## config.mk

```make
export PLATFORM = sky130hd
export DESIGN_NAME = pmp_guard
export DESIGN_NICKNAME = d
export VERILOG_FILES = /design/src/rtl/pmpc_pkg.sv /design/src/rtl/pmpc_entry.sv /design/src/rtl/pmpc_prio.sv /design/src/rtl/pmp_guard.sv
export SDC_FILE = /design/constraint.sdc
export NUM_CORES = 2
export LEC_CHECK = 0
export ABC_CLOCK_PERIOD_IN_PS = 7250
export BUFFER_PORTS_ARGS = -buffer_cell sky130_fd_sc_hd__buf_2
export CAP_MARGIN = 5
export CORE_AREA = 2 2 291 265
export DETAILED_ROUTE_END_ITERATION = 10
export DIE_AREA = 0 0 293 267
export HOLD_SLACK_MARGIN = 0.08
export PLACE_DENSITY = 0.6
export SKIP_LAST_GASP = 1
export SYNTH_ARGS = -nofsm -noshare
export SYNTH_HDL_FRONTEND = slang
export SYNTH_SLANG_ARGS = --single-unit
```

## constraint.sdc

```tcl
create_clock -name clk -period 7.25 [get_ports clk]
set_clock_uncertainty 0.2 [all_clocks]
set_input_delay 0.725 -clock clk [delete_from_list [all_inputs] [get_ports clk]]
set_output_delay 0.725 -clock clk [all_outputs]
set_load 0.1 [all_outputs]
```

## src/rtl/pmpc_pkg.sv

```systemverilog
package pmpc_pkg;

    typedef enum logic [1:0] {
        AM_OFF   = 2'd0,
        AM_TOR   = 2'd1,
        AM_NA4   = 2'd2,
        AM_NAPOT = 2'd3
    } amode_e;

    typedef struct packed {
        logic       lock;
        logic [1:0] spare;
        amode_e     mode;
        logic       x;
        logic       w;
        logic       r;
    } ecfg_t;

    typedef enum logic {
        ST_IDLE   = 1'b0,
        ST_REPORT = 1'b1
    } gstate_e;

    localparam logic [1:0] PRIV_U = 2'd0;
    localparam logic [1:0] PRIV_S = 2'd1;
    localparam logic [1:0] PRIV_M = 2'd3;

endpackage

```

## src/rtl/pmpc_entry.sv

```systemverilog
module pmpc_entry
    import pmpc_pkg::*;
#(
    parameter int ADDR_W = 32
) (
    input  ecfg_t             cfg,
    input  logic [ADDR_W-3:0] addr_w,
    input  logic [ADDR_W-3:0] prev_w,
    input  logic [ADDR_W-1:0] first_b,
    input  logic [ADDR_W-1:0] last_b,
    output logic              first_in,
    output logic              last_in
);
    localparam int WA_W = ADDR_W - 2;

    logic [WA_W-1:0]   napot_ign;
    logic [ADDR_W-1:0] lo_b;
    logic [ADDR_W-1:0] hi_b;

    // bits of the word address ignored by a NAPOT region: trailing ones plus the zero above
    assign napot_ign = addr_w ^ (addr_w + 1'b1);
    assign lo_b      = {prev_w, 2'b00};
    assign hi_b      = {addr_w, 2'b00};

    function automatic logic hit(input logic [ADDR_W-1:0] b);
        logic [WA_W-1:0] wd;
        wd = b[ADDR_W-1:2];
        unique case (cfg.mode)
            AM_TOR:   hit = (b >= lo_b) && (b < hi_b);
            AM_NA4:   hit = (wd == addr_w);
            AM_NAPOT: hit = (((wd ^ addr_w) & ~napot_ign) == '0);
            default:  hit = 1'b0;
        endcase
    endfunction

    assign first_in = hit(first_b);
    assign last_in  = hit(last_b);

endmodule

```

## src/rtl/pmpc_prio.sv

```systemverilog
module pmpc_prio #(
    parameter int N_ENT = 8
) (
    input  logic [N_ENT-1:0]      first_in,
    input  logic [N_ENT-1:0]      last_in,
    input  logic [N_ENT-1:0][2:0] rwx,
    input  logic [N_ENT-1:0]      locked,
    input  logic                  eff_is_m,
    input  logic [2:0]            want,
    output logic [N_ENT-1:0]      winner,
    output logic                  no_match,
    output logic                  straddle,
    output logic                  allow
);
    always_comb begin
        logic       found;
        logic [2:0] grant;
        found    = 1'b0;
        winner   = '0;
        straddle = 1'b0;
        grant    = 3'b000;
        for (int i = 0; i < N_ENT; i++) begin
            if (!found && (first_in[i] || last_in[i])) begin
                found     = 1'b1;
                winner[i] = 1'b1;
                straddle  = first_in[i] ^ last_in[i];
                grant     = (!eff_is_m || locked[i]) ? rwx[i] : 3'b111;
            end
        end
        no_match = !found;
        if (!found)        allow = eff_is_m;
        else if (straddle) allow = 1'b0;
        else               allow = ((want & ~grant) == 3'b000);
    end

endmodule

```

## src/rtl/pmp_guard.sv

```systemverilog
module pmp_guard
    import pmpc_pkg::*;
#(
    parameter int N_ENT  = 8,
    parameter int ADDR_W = 32,
    parameter int SIZE_W = 4,
    localparam int IDX_W = (N_ENT > 1) ? $clog2(N_ENT) : 1,
    localparam int WA_W  = ADDR_W - 2
) (
    input  logic              clk,
    input  logic              rst_n,
    input  logic              cfg_we,
    input  logic              cfg_is_addr,
    input  logic [IDX_W-1:0]  cfg_idx,
    input  logic [WA_W-1:0]   cfg_wdata,
    input  logic              chk_valid,
    input  logic [ADDR_W-1:0] chk_addr,
    input  logic [SIZE_W-1:0] chk_size,
    input  logic [2:0]        chk_perm,
    input  logic [1:0]        chk_priv,
    input  logic              chk_fetch,
    input  logic [1:0]        st_mpp,
    input  logic              st_mprv,
    output logic              res_valid,
    output logic              res_allow
);
    ecfg_t                 cfg_q  [N_ENT];
    logic [WA_W-1:0]       addr_q [N_ENT];
    logic [N_ENT-1:0]      first_in, last_in, locked, winner;
    logic [N_ENT-1:0][2:0] rwx;
    logic [ADDR_W-1:0]     last_b;
    logic [1:0]            eff_priv;
    logic                  no_match, straddle, allow_c;
    gstate_e               state_q, state_d;
    logic                  allow_q;

    // table write port: a locked region keeps its contents until reset
    always_ff @(posedge clk) begin
        if (!rst_n) begin
            for (int i = 0; i < N_ENT; i++) begin
                cfg_q[i]  <= '0;
                addr_q[i] <= '0;
            end
        end else if (cfg_we && (int'(cfg_idx) < N_ENT) && !cfg_q[cfg_idx].lock) begin
            if (cfg_is_addr) addr_q[cfg_idx] <= cfg_wdata;
            else             cfg_q[cfg_idx]  <= ecfg_t'(cfg_wdata[7:0]);
        end
    end

    assign last_b   = chk_addr + {{(ADDR_W-SIZE_W){1'b0}}, chk_size} - 1'b1;
    assign eff_priv = (!chk_fetch && st_mprv && chk_priv == PRIV_M) ? st_mpp : chk_priv;

    for (genvar g = 0; g < N_ENT; g++) begin : g_ent
        logic [WA_W-1:0] prev_w;
        if (g == 0) begin : g_base
            assign prev_w = '0;
        end else begin : g_prev
            assign prev_w = addr_q[g-1];
        end
        pmpc_entry #(.ADDR_W(ADDR_W)) u_ent (
            .cfg      (cfg_q[g]),
            .addr_w   (addr_q[g]),
            .prev_w   (prev_w),
            .first_b  (chk_addr),
            .last_b   (last_b),
            .first_in (first_in[g]),
            .last_in  (last_in[g])
        );
        assign rwx[g]    = {cfg_q[g].x, cfg_q[g].w, cfg_q[g].r};
        assign locked[g] = cfg_q[g].lock;

        assert_lock_hold_R9: assert property (@(posedge clk) disable iff (!rst_n)
            $past(cfg_q[g].lock) |-> ($stable(cfg_q[g]) && $stable(addr_q[g])));
    end

    pmpc_prio #(.N_ENT(N_ENT)) u_prio (
        .first_in (first_in),
        .last_in  (last_in),
        .rwx      (rwx),
        .locked   (locked),
        .eff_is_m (eff_priv == PRIV_M),
        .want     (chk_perm),
        .winner   (winner),
        .no_match (no_match),
        .straddle (straddle),
        .allow    (allow_c)
    );

    // state register
    always_ff @(posedge clk) begin
        if (!rst_n) state_q <= ST_IDLE;
        else        state_q <= state_d;
    end

    always_comb begin
        state_d = state_q;
        unique case (state_q)
            ST_IDLE:   state_d = chk_valid ? ST_REPORT : ST_IDLE;   // capture
            ST_REPORT: state_d = chk_valid ? ST_REPORT : ST_IDLE;   // chain / retire
            default:   state_d = ST_IDLE;
        endcase
    end

    // output process: verdict captured with the strobe
    always_ff @(posedge clk) begin
        if (!rst_n)         allow_q <= 1'b0;
        else if (chk_valid) allow_q <= allow_c;
    end

    assign res_valid = (state_q == ST_REPORT);
    assign res_allow = allow_q;

    assert_result_follows_R2: assert property (@(posedge clk) disable iff (!rst_n)
        chk_valid |=> res_valid);
    assert_no_spurious_R2: assert property (@(posedge clk) disable iff (!rst_n)
        !chk_valid |=> !res_valid);
    assert_single_winner_R3: assert property (@(posedge clk) disable iff (!rst_n)
        $onehot0(winner));
    assert_straddle_denied_R4: assert property (@(posedge clk) disable iff (!rst_n)
        (chk_valid && straddle) |=> !res_allow);
    assert_unmatched_machine_R7: assert property (@(posedge clk) disable iff (!rst_n)
        (chk_valid && no_match && eff_priv == PRIV_M) |=> res_allow);
    assert_unmatched_lower_R7: assert property (@(posedge clk) disable iff (!rst_n)
        (chk_valid && no_match && eff_priv != PRIV_M) |=> !res_allow);

endmodule

```

==> After elaboration in Yosys (flattened, before gate mapping) <==
Memories as Yosys holds them, arrays and structs flattened.
Index checks and enable logic that the tools add are counted.
{ "word_totals": {"in_bits": 83, "rom_bits": 0, "latch_bits": 0, "out_inout_bits": 2, "ramBits": 304, "mem_count": 2, "reg_bits": 2, "wordCells": 284} }
{ "mem_list": {"columns": ["memory", "depth", "width", "rd", "rd_ports_with_merged_regs", "write_ports", "line", "rtl"], "rows": [
  ["addr_q", 8, 30, 8, 0, 8, "pmp_guard.sv:28", "logic [WA_W-1:0] addr_q [N_ENT];"],
  ["cfg_q", 8, 8, 9, 0, 8, "pmp_guard.sv:27", "ecfg_t cfg_q [N_ENT];"]
]} }
{ "classes": {"n_mul": 0, "n_bitwise": 58, "n_reduce_logical": 71, "order_cmp": 32, "shifts": 0, "n_addsub": 10, "eq_ne": 42, "n_div": 0, "n_mux": 67} }
{ "op_table": {"columns": ["op", "count"], "rows": [
  ["bitwise XOR 30 bit", 24],
  ["less-than comparator 32 bit", 16],
  ["bitwise AND 30 bit", 16],
  ["== test 30 bit", 16],
  ["logical NOT 30 bit", 16],
  [">= comparator 32 bit", 14],
  ["adder 30 x 1 -> 30 bit (second input constant)", 8],
  ["NOT 30 bit", 8],
  [">= comparator 32 x 1 -> 1 bit (second input constant)", 2],
  ["two-way mux 3 bit", 18],
  ["one-hot mux 1 bit (3 select lines)", 16],
  ["== test 2 bit (second input constant)", 18],
  ["adder 32 x 4 -> 32 bit", 1],
  ["subtractor 32 x 1 -> 32 bit (second input constant)", 1],
  ["two-way mux 1 bit", 30],
  ["two-way mux 30 bit", 1],
  ["OR reduction 30 bit", 1],
  ["logical AND 1 bit", 26],
  ["== test 2 x 1 -> 1 bit (second input constant)", 8],
  ["logical OR 1 bit", 16],
  ["logical NOT 1 bit", 10],
  ["two-way mux 8 bit", 1],
  ["OR reduction 8 bit", 1],
  ["bitwise XOR 1 bit", 8],
  ["4 further kinds", 4]
]} }

==> Longest topological paths before layout <==
An unclocked memory read counts as a cell.
{ "logic_depth": {"word_depth": 35, "ltp_mapped": 35, "ltp_nobuf": 35} }

==> Hierarchy <==
From an unflattened synthesis, not the netlist that was laid out.
{ "unflattened": {"hier_cells": 4970, "hier_area_um2": 42355.6} }
{ "modules_own_cells": {"columns": ["module", "seq_area_each_um2", "area_per_inst_um2", "cells_each", "n_inst"], "rows": [
  ["pmpc_entry", 0.0, 3528.4, 485, 8],
  ["pmp_guard", 9168.8, 13364.1, 968, 1],
  ["pmpc_prio", 0.0, 764.5, 122, 1]
]} }

==> Worst setup path before layout <==
No wires, ideal clock.
{ "synth_path": {"kind": "in2reg", "from": "input port chk_addr[2]", "to": "register allow_q (netlist: res_allow)", "arrival_time_ns": 6.369, "setup_time_ns": 0.117, "cell_stages": 29, "path_slack_ns": 0.563, "path_cell_list": "inv_1 > ha_1 > inv_1 > ha_1 > a211oi_1 > o21bai_1 > o21a_1 > a221o_1 > a31oi_1 > o2111ai_1 > a31oi_1 > o21bai_1 > xor2_1 > ha_1 > nand4_1 > nor2_1 > nand3_1 > or4_1 > a211o_1 > nand2_1 > a22oi_1 > ha_1 > nand3_1 > or2_2 > clkbuf_1 > nor2_1 > o32ai_1 > nand3_1 > a32o_1"} }
{ "synth_via": {"elab_chain_len": 34} }
{ "synth_lines": {"columns": ["element", "line", "rtl"], "rows": [
  ["start, declared", "pmp_guard.sv:17", "input logic [ADDR_W-1:0] chk_addr,"],
  ["branches (longest 33 deep; another with adder 32 x 4 -> 32 bit)", null, null],
  ["two-way mux 1 bit (*)", "pmpc_prio.sv:31", "if (!found) allow = eff_is_m;"],
  ["end signal, assigned", "pmp_guard.sv:107", "else if (chk_valid) allow_q <= allow_c;"],
  ["end, declared", "pmp_guard.sv:35", "logic allow_q;"]
]} }
Every way passes the cells marked *.
A chain may end at the register's enable or synchronous reset.

==> Worst setup path in the final report <==
Ends and elaborated chain as after synthesis.

==> flow_summary.ini <==
[outcome]
outcome = complete, no violations

[detailed_routing]
num_vias = 30977
wl_um = 147000
drc = 0
post_drt_wl_per_cell_um = 30.4
initialDrtViolationCount = 4764
first_pass_iters = 8
ant_nets = 0
via_per_inst = 6.42

[timing]
worstMarginPinSlew_ns = 1.27
final.setup.tns_ns = 0
setup-violations-final = 0
period_share = 0.954
hold_violations = 0
fin_crit_ns = 6.91
drv_slew = 0
relSlewSlack = 0.146
max_clock_freq_mhz = 145

[final_layout]
fin_area_mm2 = 0.0356
synthToLayoutAreaGrowth_pct = 19.1
drive_gt1_frac = 0.145
final_util = 0.472
nNetsFinal = 4389
fin_cells = 4824

[pwr]
intPower_mw = 4.26
combinationalPowerShare = 0.450
p_leak_nw = 15.5
power.switching_mw = 2.83
pwr_density_cell_mw_per_mm2 = 199
clkPwrFrac = 0.270
seq_power_share = 0.279
irDropWorstVdd_uv = 223
p_total_mw = 7.09
sw_frac_of_total = 0.399

[global_route]
grt_max_degree = 37
grt_use_total = 0.368
grt_pass1_wl_um = 205000
antenna_found_initial = 32
grt_overflow = 0
first_global_vias = 27978

[critical_path]
endpoint_kind = flip-flop
crit_required_ns = 7.59
path_delay_family = compound AO/OA/AOI/OAI gates
worstPathArrival_ns = 7.26
crit_fanout = 3
slowest_delay_ns = 0.61
crit_buf_inv = 4
crit_slowest_cell = or4_1
path_common_cell = ha_1
crit_type = in -> reg
startpoint_type = primary input

[placement]
place_congestion = 1.05
dp.cells = 4703
dp_hpwl_um = 112000
portBuffers = 84
placed_area_mm2 = 0.0340

[synth]
ys_types = 80
synth-edff-count = 288
synth_nets = 3994
synth_area_per_cell_um2 = 8.83
seq_area_frac_synth = 0.291
syn_inst = 3378
synth_ff_type = edfxtp_1
async_reset_ff_frac = 0
synth-seq-cells = 290
netlist_area_mm2 = 0.0298
ys_warn_count = 0

[floorplanning]
die_h_um = 267
dieArea_mm2 = 0.0782
die_w_um = 293
core_mm2 = 0.0753
row_count = 96
initial_core_util = 0.396
boundaryPins = 85

[clock_tree]
numCtsBuffers = 39
cts_max_path_buffers = 3
clock_latency_ns = 0.60
htreeDepth = 2
cts_root_buf = clkbuf_16
hold_buffers = 0
cts_sinks = 290
cts_tree = done
clk_pin_slew_ns = 0.06

[hold_path]
hold_path.class = in -> reg

[run]
cap_violations = 0
==> timing repair <==
item | in CTS | in global routing
cloned | 0 | 0
gates resized for setup | 1 | 36
endpoints found under the setup margin | 1 | 1
pin swaps | 0 | 12
setup buffers | 0 | 9
==> synth_stat cells, types with 17 or more instances <==
| master | count | area [um2] |
|---|---|---|
| ha_1 | 532 | 6660 |
| inv_1 | 310 | 1160 |
| a21oi_1 | 290 | 1450 |
| edfxtp_1 | 288 | 8650 |
| and2_1 | 271 | 1700 |
| nor2_1 | 192 | 721 |
| o21ai_0 | 152 | 761 |
| a21o_1 | 128 | 961 |
| nand2_1 | 117 | 439 |
| nand4_1 | 117 | 732 |
| and3_1 | 100 | 626 |
| nor4_1 | 90 | 563 |
| nor3_1 | 86 | 430 |
| nand3_1 | 82 | 410 |
| a31oi_1 | 78 | 488 |
| o22ai_1 | 46 | 288 |
| clkbuf_1 | 45 | 169 |
| nor2b_1 | 44 | 275 |
| o21a_1 | 41 | 308 |
| o211ai_1 | 34 | 255 |
| nand2b_1 | 33 | 206 |
| a211oi_1 | 25 | 188 |
| and4_1 | 22 | 193 |
| o221ai_1 | 21 | 184 |
| or4_1 | 18 | 135 |
| or3_1 | 17 | 106 |
| xnor2_1 | 17 | 149 |
| xor2_1 | 17 | 149 |
==> area by class of cell <==
cell class | instances | area [um2]
Antenna cell | 43 | 108
Clock buffer | 49 | 1040
Clock inverter | 20 | 168
Fill cell | 7350 | 39800
Inverter | 310 | 1160
Multi-Input combinational cell | 2731 | 20300
Sequential cell | 290 | 8690
Tap cell | 980 | 1230
Timing Repair Buffer | 401 | 2890
==> cell families after synthesis <==
logic type,Yosys count,synth area share
adder cells (fa/ha/maj),533,0.224
buffers and inverters,357,0.0449
flip-flops,290,0.291
AND/OR/NAND/NOR,1222,0.229
multiplexers,2,0.000671
XOR/XNOR,34,0.00998
AO/OA/AOI/OAI,940,0.200
==> per-layer routing <==
layer	track usage	wire length (um)	up-vias	part of all wire
met1	0.534	61700	14740	0.42
met4	0.166	7080	4	0.048
met3	0.0950	20600	304	0.14
met5	0	23	-	0.00016
met2	0.505	57300	2138	0.39
li1	-	-	13791	-
==> worst reg2reg max path: cells and delay by family (launching register included) <==
kind | cells | cell delay, ns
AND/OR/NAND/NOR | 8 | 2.22
AO/OA/AOI/OAI | 7 | 1.85
adder cells (fa/ha/maj) | 2 | 0.77
flip-flops | 1 | 0.37
buffers and inverters | 1 | 0.08
==> cells in the final DEF, fill, tap and decap left out, types with 12 or more instances in the layout <==
master     Yosys  final
and3_1       100    100
buf_4          0    309
nor3_1        86     82
nor2_1       192    188
edfxtp_1     288    288
buf_2          0     84
a2111oi_0     13     12
o221ai_1      21     21
a21o_1       128    128
a21oi_1      290    287
o2111ai_1     13     12
nand3_1       82     81
or4_1         18     18
inv_1        310    310
o21a_1        41     41
o21ai_0      152    148
or3_1         17     17
diode_2        0     43
nor2b_1       44     43
and4_1        22     22
nand4_1      117    117
a31oi_1       78     78
nor4_1        90     85
xnor2_2        0     12
and2_1       271    271
a211oi_1      25     24
o22ai_1       46     46
ha_1         532    527
nand2b_1      33     33
nand2_1      117    117
o211ai_1      34     34
clkbuf_16      0     39
==> through the flow <==
stage | setup slack (ns) | hold WS [ns]
5_1_grt | -0.00590 | 0.228
3_5_place_dp | -0.576 | 0.458
3_3_place_gp | -0.505 | 0.464
4_1_cts | 0.150 | 0.213
6_report | 0.336 | 0.237
2_1_floorplan | 0.563 | 0.400
==> power by group through the flow <==
stage	sequential, mW	combinational (mW)	clock, mW
floorplan	1.99	1.52	0
global placement	2.01	3.02	0
detailed placement	2.01	3.02	0
CTS	1.98	3.04	1.93
global route	1.98	3.37	1.99
finish	1.98	3.19	1.91
==> state kept, by name, indices dropped and copies added, names as in the netlist <==
register	cells
cfg_q	48
addr_q	240
res_valid	1
res_allow	1
==> final timing paths <==
kind                       from        end  slack (ns)  cells after the start
setup / recovery    chk_addr[2]  res_allow        0.34                     31
hold / removal        chk_valid  res_valid        0.24                      2
setup reg to reg  addr_q[0][27]  res_allow        1.68                     18
hold reg to reg     cfg_q[7][0]  res_allow        0.48                      3
(Power assumes the default switching activity.)
